## config.mk

```make
export PLATFORM = sky130hd
export DESIGN_NAME = logic_shift_exec
export DESIGN_NICKNAME = d
export VERILOG_FILES = /design/src/rtl/lsx_pkg.sv /design/src/rtl/lsx_decode.sv /design/src/rtl/lsx_shifter.sv /design/src/rtl/lsx_logic_unit.sv /design/src/rtl/logic_shift_exec.sv
export SDC_FILE = /design/constraint.sdc
export NUM_CORES = 1
export LEC_CHECK = 0
export ABC_CLOCK_PERIOD_IN_PS = 1650
export BUFFER_PORTS_ARGS = -buffer_cell sky130_fd_sc_hd__buf_2
export CORE_ASPECT_RATIO = 0.5
export CORE_MARGIN = 2
export CORE_UTILIZATION = 47
export DETAILED_ROUTE_END_ITERATION = 12
export PLACE_DENSITY = 0.65
export SETUP_SLACK_MARGIN = 0.02
export SLEW_MARGIN = 20
export SYNTH_ARGS = -nofsm -noshare
export SYNTH_HDL_FRONTEND = slang
export SYNTH_HIERARCHICAL = 1
export SYNTH_SLANG_ARGS = --single-unit
```

## constraint.sdc

```tcl
create_clock -name clk -period 1.65 [get_ports clk]
set_input_delay 0.0825 -clock clk [delete_from_list [all_inputs] [get_ports clk]]
set_output_delay 0.0825 -clock clk [all_outputs]
set_load 0.02 [all_outputs]
```

## src/rtl/lsx_pkg.sv

```systemverilog
package lsx_pkg;

    localparam int          INSN_W    = 32;
    localparam int          IDX_W     = 5;
    localparam int          AMT_W     = 6;
    localparam logic [4:0]  CLASS_PAT = 5'b01010;
    localparam logic [4:0]  ZERO_REG  = 5'd31;

    typedef enum logic [1:0] {
        SH_LEFT        = 2'd0,
        SH_RIGHT_LOG   = 2'd1,
        SH_RIGHT_ARITH = 2'd2,
        SH_ROTATE      = 2'd3
    } shift_kind_e;

    // {invert, opcode}
    typedef enum logic [2:0] {
        OP_AND   = 3'd0,
        OP_OR    = 3'd1,
        OP_XOR   = 3'd2,
        OP_ANDF  = 3'd3,
        OP_ANDN  = 3'd4,
        OP_ORNOT = 3'd5,
        OP_XNOR  = 3'd6,
        OP_ANDNF = 3'd7
    } logic_op_e;

    typedef struct packed {
        logic              wide;
        logic_op_e         op;
        shift_kind_e       kind;
        logic [AMT_W-1:0]  amt;
        logic [IDX_W-1:0]  rm;
        logic [IDX_W-1:0]  rn;
        logic [IDX_W-1:0]  rd;
        logic              set_flags;
        logic              illegal;
    } decoded_t;

endpackage

```

## src/rtl/lsx_decode.sv

```systemverilog
module lsx_decode
    import lsx_pkg::*;
(
    input  logic [INSN_W-1:0] insn_i,
    output decoded_t          dec_o
);
    always_comb begin
        dec_o.wide      = insn_i[31];
        dec_o.op        = logic_op_e'({insn_i[21], insn_i[30:29]});
        dec_o.kind      = shift_kind_e'(insn_i[23:22]);
        dec_o.rm        = insn_i[20:16];
        dec_o.amt       = insn_i[15:10];
        dec_o.rn        = insn_i[9:5];
        dec_o.rd        = insn_i[4:0];
        dec_o.set_flags = (insn_i[30:29] == 2'b11);
        dec_o.illegal   = (insn_i[28:24] != CLASS_PAT)
                        || (!insn_i[31] && insn_i[15]);
    end
endmodule

```

## src/rtl/lsx_shifter.sv

```systemverilog
module lsx_shifter
    import lsx_pkg::*;
#(
    parameter int XLEN = 64
) (
    input  logic [XLEN-1:0]  opnd_i,
    input  logic             wide_i,
    input  shift_kind_e      kind_i,
    input  logic [AMT_W-1:0] amt_i,
    output logic [XLEN-1:0]  opnd_o
);
    localparam int HALF  = XLEN / 2;
    localparam int CNT_W = $clog2(XLEN) + 1;

    logic [XLEN-1:0]  lo_mask;
    logic [XLEN-1:0]  lo_zext;
    logic [XLEN-1:0]  lo_sext;
    logic [CNT_W-1:0] amt_ext;
    logic [CNT_W-1:0] back_wide;
    logic [CNT_W-1:0] back_narrow;
    logic [XLEN-1:0]  wide_res;
    logic [XLEN-1:0]  narrow_res;

    always_comb begin
        lo_mask     = {{HALF{1'b0}}, {HALF{1'b1}}};
        lo_zext     = opnd_i & lo_mask;
        lo_sext     = {{HALF{opnd_i[HALF-1]}}, opnd_i[HALF-1:0]};
        amt_ext     = CNT_W'(amt_i);
        back_wide   = CNT_W'(XLEN) - amt_ext;
        back_narrow = CNT_W'(HALF) - amt_ext;

        unique case (kind_i)
            SH_LEFT:        wide_res = opnd_i << amt_ext;
            SH_RIGHT_LOG:   wide_res = opnd_i >> amt_ext;
            SH_RIGHT_ARITH: wide_res = XLEN'($signed(opnd_i) >>> amt_ext);
            default:        wide_res = (opnd_i >> amt_ext) | (opnd_i << back_wide);
        endcase

        unique case (kind_i)
            SH_LEFT:        narrow_res = lo_zext << amt_ext;
            SH_RIGHT_LOG:   narrow_res = lo_zext >> amt_ext;
            SH_RIGHT_ARITH: narrow_res = XLEN'($signed(lo_sext) >>> amt_ext);
            default:        narrow_res = (lo_zext >> amt_ext) | (lo_zext << back_narrow);
        endcase

        opnd_o = wide_i ? wide_res : (narrow_res & lo_mask);
    end
endmodule

```

## src/rtl/lsx_logic_unit.sv

```systemverilog
module lsx_logic_unit
    import lsx_pkg::*;
#(
    parameter int XLEN = 64
) (
    input  logic_op_e        op_i,
    input  logic             wide_i,
    input  logic [XLEN-1:0]  a_i,
    input  logic [XLEN-1:0]  b_i,
    output logic [XLEN-1:0]  res_o,
    output logic             neg_o,
    output logic             zero_o
);
    localparam int HALF = XLEN / 2;

    logic [XLEN-1:0] b_eff;
    logic [XLEN-1:0] raw;
    logic [XLEN-1:0] keep;

    generate
        if (XLEN > HALF) begin : g_keep
            assign keep = wide_i ? {XLEN{1'b1}} : {{(XLEN-HALF){1'b0}}, {HALF{1'b1}}};
        end
    endgenerate

    always_comb begin
        b_eff = op_i[2] ? ~b_i : b_i;
        unique case (op_i[1:0])
            2'b01:   raw = a_i | b_eff;
            2'b10:   raw = a_i ^ b_eff;
            default: raw = a_i & b_eff;
        endcase
        res_o  = raw & keep;
        neg_o  = wide_i ? res_o[XLEN-1] : res_o[HALF-1];
        zero_o = (res_o == '0);
    end
endmodule

```

## src/rtl/logic_shift_exec.sv

```systemverilog
module logic_shift_exec
    import lsx_pkg::*;
#(
    parameter int XLEN = 64
) (
    input  logic             clk,
    input  logic             rst_n,
    input  logic             insn_valid_i,
    input  logic [31:0]      insn_i,
    output logic [4:0]       rn_idx_o,
    input  logic [XLEN-1:0]  rn_data_i,
    output logic [4:0]       rm_idx_o,
    input  logic [XLEN-1:0]  rm_data_i,
    output logic             wr_en_o,
    output logic [4:0]       wr_idx_o,
    output logic [XLEN-1:0]  wr_data_o,
    output logic             flag_we_o,
    output logic [3:0]       flags_o,
    output logic             done_o,
    output logic             undef_o
);
    typedef struct packed {
        logic             done;
        logic             undef;
        logic             wr_en;
        logic [IDX_W-1:0] wr_idx;
        logic [XLEN-1:0]  wr_data;
        logic             flag_we;
        logic [3:0]       flags;
    } out_state_t;

    decoded_t        dec;
    logic [XLEN-1:0] opnd_a;
    logic [XLEN-1:0] opnd_b_raw;
    logic [XLEN-1:0] opnd_b;
    logic [XLEN-1:0] result;
    logic            res_neg;
    logic            res_zero;
    out_state_t      st_d;
    out_state_t      st_q;

    lsx_decode u_decode (
        .insn_i (insn_i),
        .dec_o  (dec)
    );

    assign rn_idx_o   = dec.rn;
    assign rm_idx_o   = dec.rm;
    assign opnd_a     = (dec.rn == ZERO_REG) ? '0 : rn_data_i;
    assign opnd_b_raw = (dec.rm == ZERO_REG) ? '0 : rm_data_i;

    lsx_shifter #(.XLEN(XLEN)) u_shifter (
        .opnd_i (opnd_b_raw),
        .wide_i (dec.wide),
        .kind_i (dec.kind),
        .amt_i  (dec.amt),
        .opnd_o (opnd_b)
    );

    lsx_logic_unit #(.XLEN(XLEN)) u_logic (
        .op_i   (dec.op),
        .wide_i (dec.wide),
        .a_i    (opnd_a),
        .b_i    (opnd_b),
        .res_o  (result),
        .neg_o  (res_neg),
        .zero_o (res_zero)
    );

    always_comb begin
        st_d         = st_q;
        st_d.done    = insn_valid_i;
        st_d.undef   = insn_valid_i && dec.illegal;
        st_d.wr_en   = insn_valid_i && !dec.illegal && (dec.rd != ZERO_REG);
        st_d.flag_we = insn_valid_i && !dec.illegal && dec.set_flags;
        if (insn_valid_i) begin
            st_d.wr_idx  = dec.rd;
            st_d.wr_data = result;
        end
        if (st_d.flag_we) begin
            st_d.flags = {res_neg, res_zero, 2'b00};
        end
    end

    always_ff @(posedge clk or negedge rst_n) begin
        if (!rst_n) begin
            st_q <= '0;
        end else begin
            st_q <= st_d;
        end
    end

    assign done_o    = st_q.done;
    assign undef_o   = st_q.undef;
    assign wr_en_o   = st_q.wr_en;
    assign wr_idx_o  = st_q.wr_idx;
    assign wr_data_o = st_q.wr_data;
    assign flag_we_o = st_q.flag_we;
    assign flags_o   = st_q.flags;
endmodule

```

==> run metrics, run 1 <==
Clock Tree Buf Depth=2; die height=~180 µm; status=aborted with a tool error; largest net degree at the start of global routing=42; syn avg cell area=between 8 and 9 µm²; port bufs=between 200 and 250; CTS Buf Count=9; Post-synth EDFFs=0; Die X=roughly 350 µm; initial antenna violation count=29; mapped cell area=approximately 28000 µm²; Async SR Flop Fraction=1.000; number of synthesized register bits=75; routability congestion estimate=roughly 1.3; Starting Density=0.4775; Rows=63; synth warn=6; synthesized instance count=~3400; CTS HTree Levels=3; GRT repair_timing worst endpoint=flags_o[2]$_DFFE_PN0P_/D; worst ep type=register data pin; Sink Count=75; # IOs=250; total congestion overflow=8; DPL Wire Length=between 150000 and 200000 µm; Log Error=[ERROR GRT-0232] Routing congestion too high. Check the congestion heatmap in the GUI.; Root Driver=clkbuf_16; Most used DFF post-synth=dfrtp_1; GRT Util Overall=0.8477; Halt Stage=5_1_grt; Seq/Total Area, Yosys=0.06613; dpl ws=-4400 ps; post-synth cell types=105
[through the flow]
step	util	instances	cell area (µm²)
after CTS	0.6981	5429	41490
after global placement	0.6727	5386	39980
after detailed placement	0.6729	5387	40000
after floorplan	-	3374	29050
[per-layer routing]
metal | overflow | track usage
met1 | 0 | 0.8620
met4 | 5 | 0.7817
met5 | 0 | 0.6554
met3 | 0 | 0.7954
met2 | 3 | 0.9210
[kinds of logic after synthesis]
kind of cell | Yosys count | synth area share
other | 1 | 0.0001321
AND/OR/NAND/NOR | 840 | 0.1357
AO/OA/AOI/OAI | 1019 | 0.2551
buffers and inverters | 599 | 0.1075
flip-flops | 75 | 0.06613
adder cells (fa/ha/maj) | 132 | 0.05811
XOR/XNOR | 69 | 0.02130
multiplexers | 638 | 0.3561
[cells in the mapped netlist (26+ instances only)]
cell type,instances,area [µm²]
o22ai_1,36,225.2
buf_6,47,529.3
mux2_4,69,1036
nor3_1,46,230.2
a21boi_1,95,713.2
a21boi_2,27,304.0
inv_1,157,589.3
o211ai_1,51,382.9
nand2_1,327,1227
dfrtp_1,75,1877
nor2_1,218,818.3
mux4_2,234,5270
mux2i_1,182,1822
and2_1,28,175.2
o221ai_1,26,227.7
ha_1,131,1639
clkbuf_1,190,713.2
a21oi_1,161,805.8
xor2_1,65,569.3
mux2_2,133,1498
a2bb2oi_1,43,376.6
a31oi_1,42,262.8
nand3_1,58,290.3
nand2b_1,36,225.2
o21ai_0,188,940.9
buf_2,96,480.5
buf_4,79,593.1
a211oi_1,46,345.3
[timing repair]
item | in CTS
hold buffers | 3
cloned | 2
gates resized for setup | 204
endpoints found under the setup margin | 66
buffers inserted | 22
pin swaps | 48
endpoints found under the hold margin | 35
==> run 2: changes to the inputs <==
--- a/config.mk
+++ b/config.mk
@@ -7,12 +7,10 @@
 export LEC_CHECK = 0
 export ABC_CLOCK_PERIOD_IN_PS = 1650
 export BUFFER_PORTS_ARGS = -buffer_cell sky130_fd_sc_hd__buf_2
-export CORE_ASPECT_RATIO = 0.5
 export CORE_MARGIN = 2
-export CORE_UTILIZATION = 47
+export CORE_UTILIZATION = 32
 export DETAILED_ROUTE_END_ITERATION = 12
-export PLACE_DENSITY = 0.65
-export SETUP_SLACK_MARGIN = 0.02
+export PLACE_DENSITY_LB_ADDON = 0.15
 export SLEW_MARGIN = 20
 export SYNTH_ARGS = -nofsm -noshare
 export SYNTH_HDL_FRONTEND = slang
==> run 2 against run 1 <==
Compared with the run above: the flow now finishes, with violations (setup timing); synthesized area is the same; synthesized cell count is the same.
==> run metrics, run 2 <==
vias per cell=between 6 and 7; GRT Util Overall=0.4398; Pleak=~20 nW; Sink Count=75; GR Layer Usage met3=0.08719; Setup crit end kind=register; VDD IR-drop max=approximately 960 µV; footprint of the multi-input gates=between 20000 and 30000 µm²; status=finished, violations left; Antenna Nets Post-Route=0; first-pass GRT wire length=about 280000 µm; Min-Delay Path Class=input pin to register; violated checks=setup timing; Post-DP Area=approximately 41000 µm²; Clock Power Share=0.078; Die X=~300 µm; total congestion overflow=0; commonest non-fill, non-tap cell in the layout=buf_4; total wire length=between 200000 and 250000 µm; PnR worst setup slack=-3379 ps; Reg area=~1900 µm²; crit start category=input pin; Rows=roughly 110; Die Area=~90000 µm²; reg-to-reg endpoint=flags_o[2]; Root Driver=clkbuf_16; layout cells sized above 1=0.5698; # fillers=about 8600; crit path kind=input pin to register; Comb pwr share=0.835; clk slew on worst S/H paths=around 70 ps; Cell Int Power=12.99 mW; Final Max Slew Viols=0; Worst Reg2Reg Path Length in Cells=1; post-synth cell types=approximately 110; synth top area cells=mux4_2 (19%), dfrtp_1 (6.6%), mux2i_1 (6.4%); unrepaired setup endpoints after global routing=yes; Fin Hold WS=between 100 and 150 ps; # IOs=250; met1 Usage GRT=0.5522; Tmin final=between 5000 and 6000 ps; Worst-Skew Late Latency=370 ps; die height=~300 µm; CP arrival=~5400 ps; GRT busiest layer=met2; CTS tree=built; final core utilization=0.5086; synth warn=6; CTS HTree Levels=3; Async SR Flop Fraction=1.000; max reg flops=64; fin crit share=3.048; Placed Cells incl. Taps=between 5000 and 6000; largest net degree at the start of global routing=54; First-pass DRT Iterations=9; port bufs=between 200 and 250; final hold viol count=0; Worst Path Required=slightly below 2000 ps; routed via count=approximately 36000; hold_sp=insn_i[25]; Synth top area share=0.1857; DR iter-0 viols=4330; CP Max Fanout=5; end of the worst hold path=wr_en_o; clk_skew=0 ps; Setup-failing EPs final=66; worst-margin pin slew=between 1000 and 1500 ps; DPL Wire Length=~170000 µm; synthesized instance count=~3400; MaxCap Viol Count=0; drt wl/cell=about 35 µm; Clock Tree Buf Depth=2; Peak Freq=a little under 200 MHz; syn avg cell area=~8.4 µm²; Starting Density=0.3221; Post-synth EDFFs=0; routability congestion estimate=1.121; mapped cell area=28380 µm²; Most used DFF post-synth=dfrtp_1; number of global-route vias before repair=35230; Psw=roughly 13 mW; Core ar.=just under 90000 µm²; NumNets Final=around 5000; share of power burned in registers=0.088; PD cells=approximately 580 nW/µm²; worst flop-to-flop path startpoint=flags_o[2]; largest area contributor in the netlist=mux4_2; count leader, synth=nand2_1; number of synthesized register bits=75; Sw Share=0.4976; post-route insts no fill=5924; cell area after layout=between 40000 and 50000 µm²; commonest non-fill, non-tap cells in the layout=buf_4 (1386), nand2_1 (316), mux4_2 (245), buf_2 (235), nor2_1 (195); CTS Buf Count=9; Seq/Total Area, Yosys=0.06613; cell count of the worst hold path=4; most common library cells after synthesis=nand2_1 (327), mux4_2 (234), nor2_1 (218); initial antenna violation count=12; Area Overhead vs Synth=57.89%; Slew Limit Headroom=0.3232; R2R Setup Slk=approximately 850 ps; Post-route DRC=0; met2 GRT Util=0.6854
-- run 2: cell counts after synthesis --
No cell type changed its count.
-- run 2: layout make-up --
| type | count | area share |
|---|---|---|
| repair buffers | 1795 | 0.3211 |
| inverters | 168 | 0.01463 |
| clock buffers | 9 | 0.005026 |
| flip-flops and latches | 75 | 0.04189 |
| multi-input cells | 2700 | 0.5831 |
| diodes | 5 | 0.0002792 |
| well taps | 1165 | 0.03253 |
| clock inverters | 7 | 0.001452 |
-- run 2: what timing repair did --
action / CTS / global route
hold buffers: 6 / 0
buffers inserted: 41 / 20
pin swaps: 85 / 49
setup endpoints to repair: 66 / 66
cloned: 4 / 2
resized for setup: 386 / 136
hold endpoints to repair: 61 / 0
-- run 2: metal layers --
layer,wire (µm),share of wire
met5,54,0.00026
met4,16960,0.082
met3,19160,0.093
met2,89920,0.44
met1,79740,0.39
-- run 2: how the worst max path moves through the flow --
stage               startpoint          to  slack [ps]  cells after the start
global placement    insn_i[19]  flags_o[2]       -4650                     24
detailed placement  insn_i[19]  flags_o[2]       -4680                     24
global route        insn_i[18]  flags_o[2]       -3550                     30
floorplan           insn_i[10]  flags_o[2]       -3430                     26
finish              insn_i[17]  flags_o[2]       -3380                     25
CTS                 insn_i[17]  flags_o[2]       -3340                     21
-- run 2: kinds of logic after synthesis --
logic type / after synthesis / synth area share
AO/OA/AOI/OAI: 1019 / 0.2551
XOR/XNOR: 69 / 0.02130
adder cells (fa/ha/maj): 132 / 0.05811
buffers and inverters: 599 / 0.1075
flip-flops: 75 / 0.06613
multiplexers: 638 / 0.3561
other: 1 / 0.0001321
AND/OR/NAND/NOR: 840 / 0.1357
-- run 2: power by group through the flow --
stage | registers (mW) | clock network (mW) | logic, mW
2_1_floorplan | 2.62 | 0 | 8.38
3_3_place_gp | 2.29 | 0 | 19.1
3_5_place_dp | 2.30 | 0 | 19.1
4_1_cts | 2.27 | 2.07 | 20.4
5_1_grt | 2.30 | 2.14 | 22.1
6_report | 2.27 | 2.01 | 21.6
-- run 2: stage by stage --
stage	power, mW	setup TNS (ps)	worst slack, ps
after global routing	26.55	-166910	-3555
after CTS	24.74	-156780	-3342
after global placement	21.41	-200280	-4653
after detailed placement	21.38	-202320	-4678
after floorplan	11.00	-148120	-3425
final	25.86	-160180	-3379
-- run 2: critical path, cell delays in order --
cell	delay, ps
buf_6	90
and4_4	210
buf_12	160
buf_16	140
a21boi_2	170
clkdlybuf4s15_2	260
mux2i_1	110
a22o_1	310
o41ai_4	940
a21oi_2	150
nand3_1	180
o21ai_1	100
a311oi_2	280
buf_4	170
xor2_2	140
inv_1	60
ha_1	270
a2bb2oi_1	150
o21ai_0	110
nor4_1	240
buf_4	170
nand4_1	90
buf_4	180
a2111oi_2	330
mux2_4	200
No activity file was read; power rests on OpenSTA's default activity.
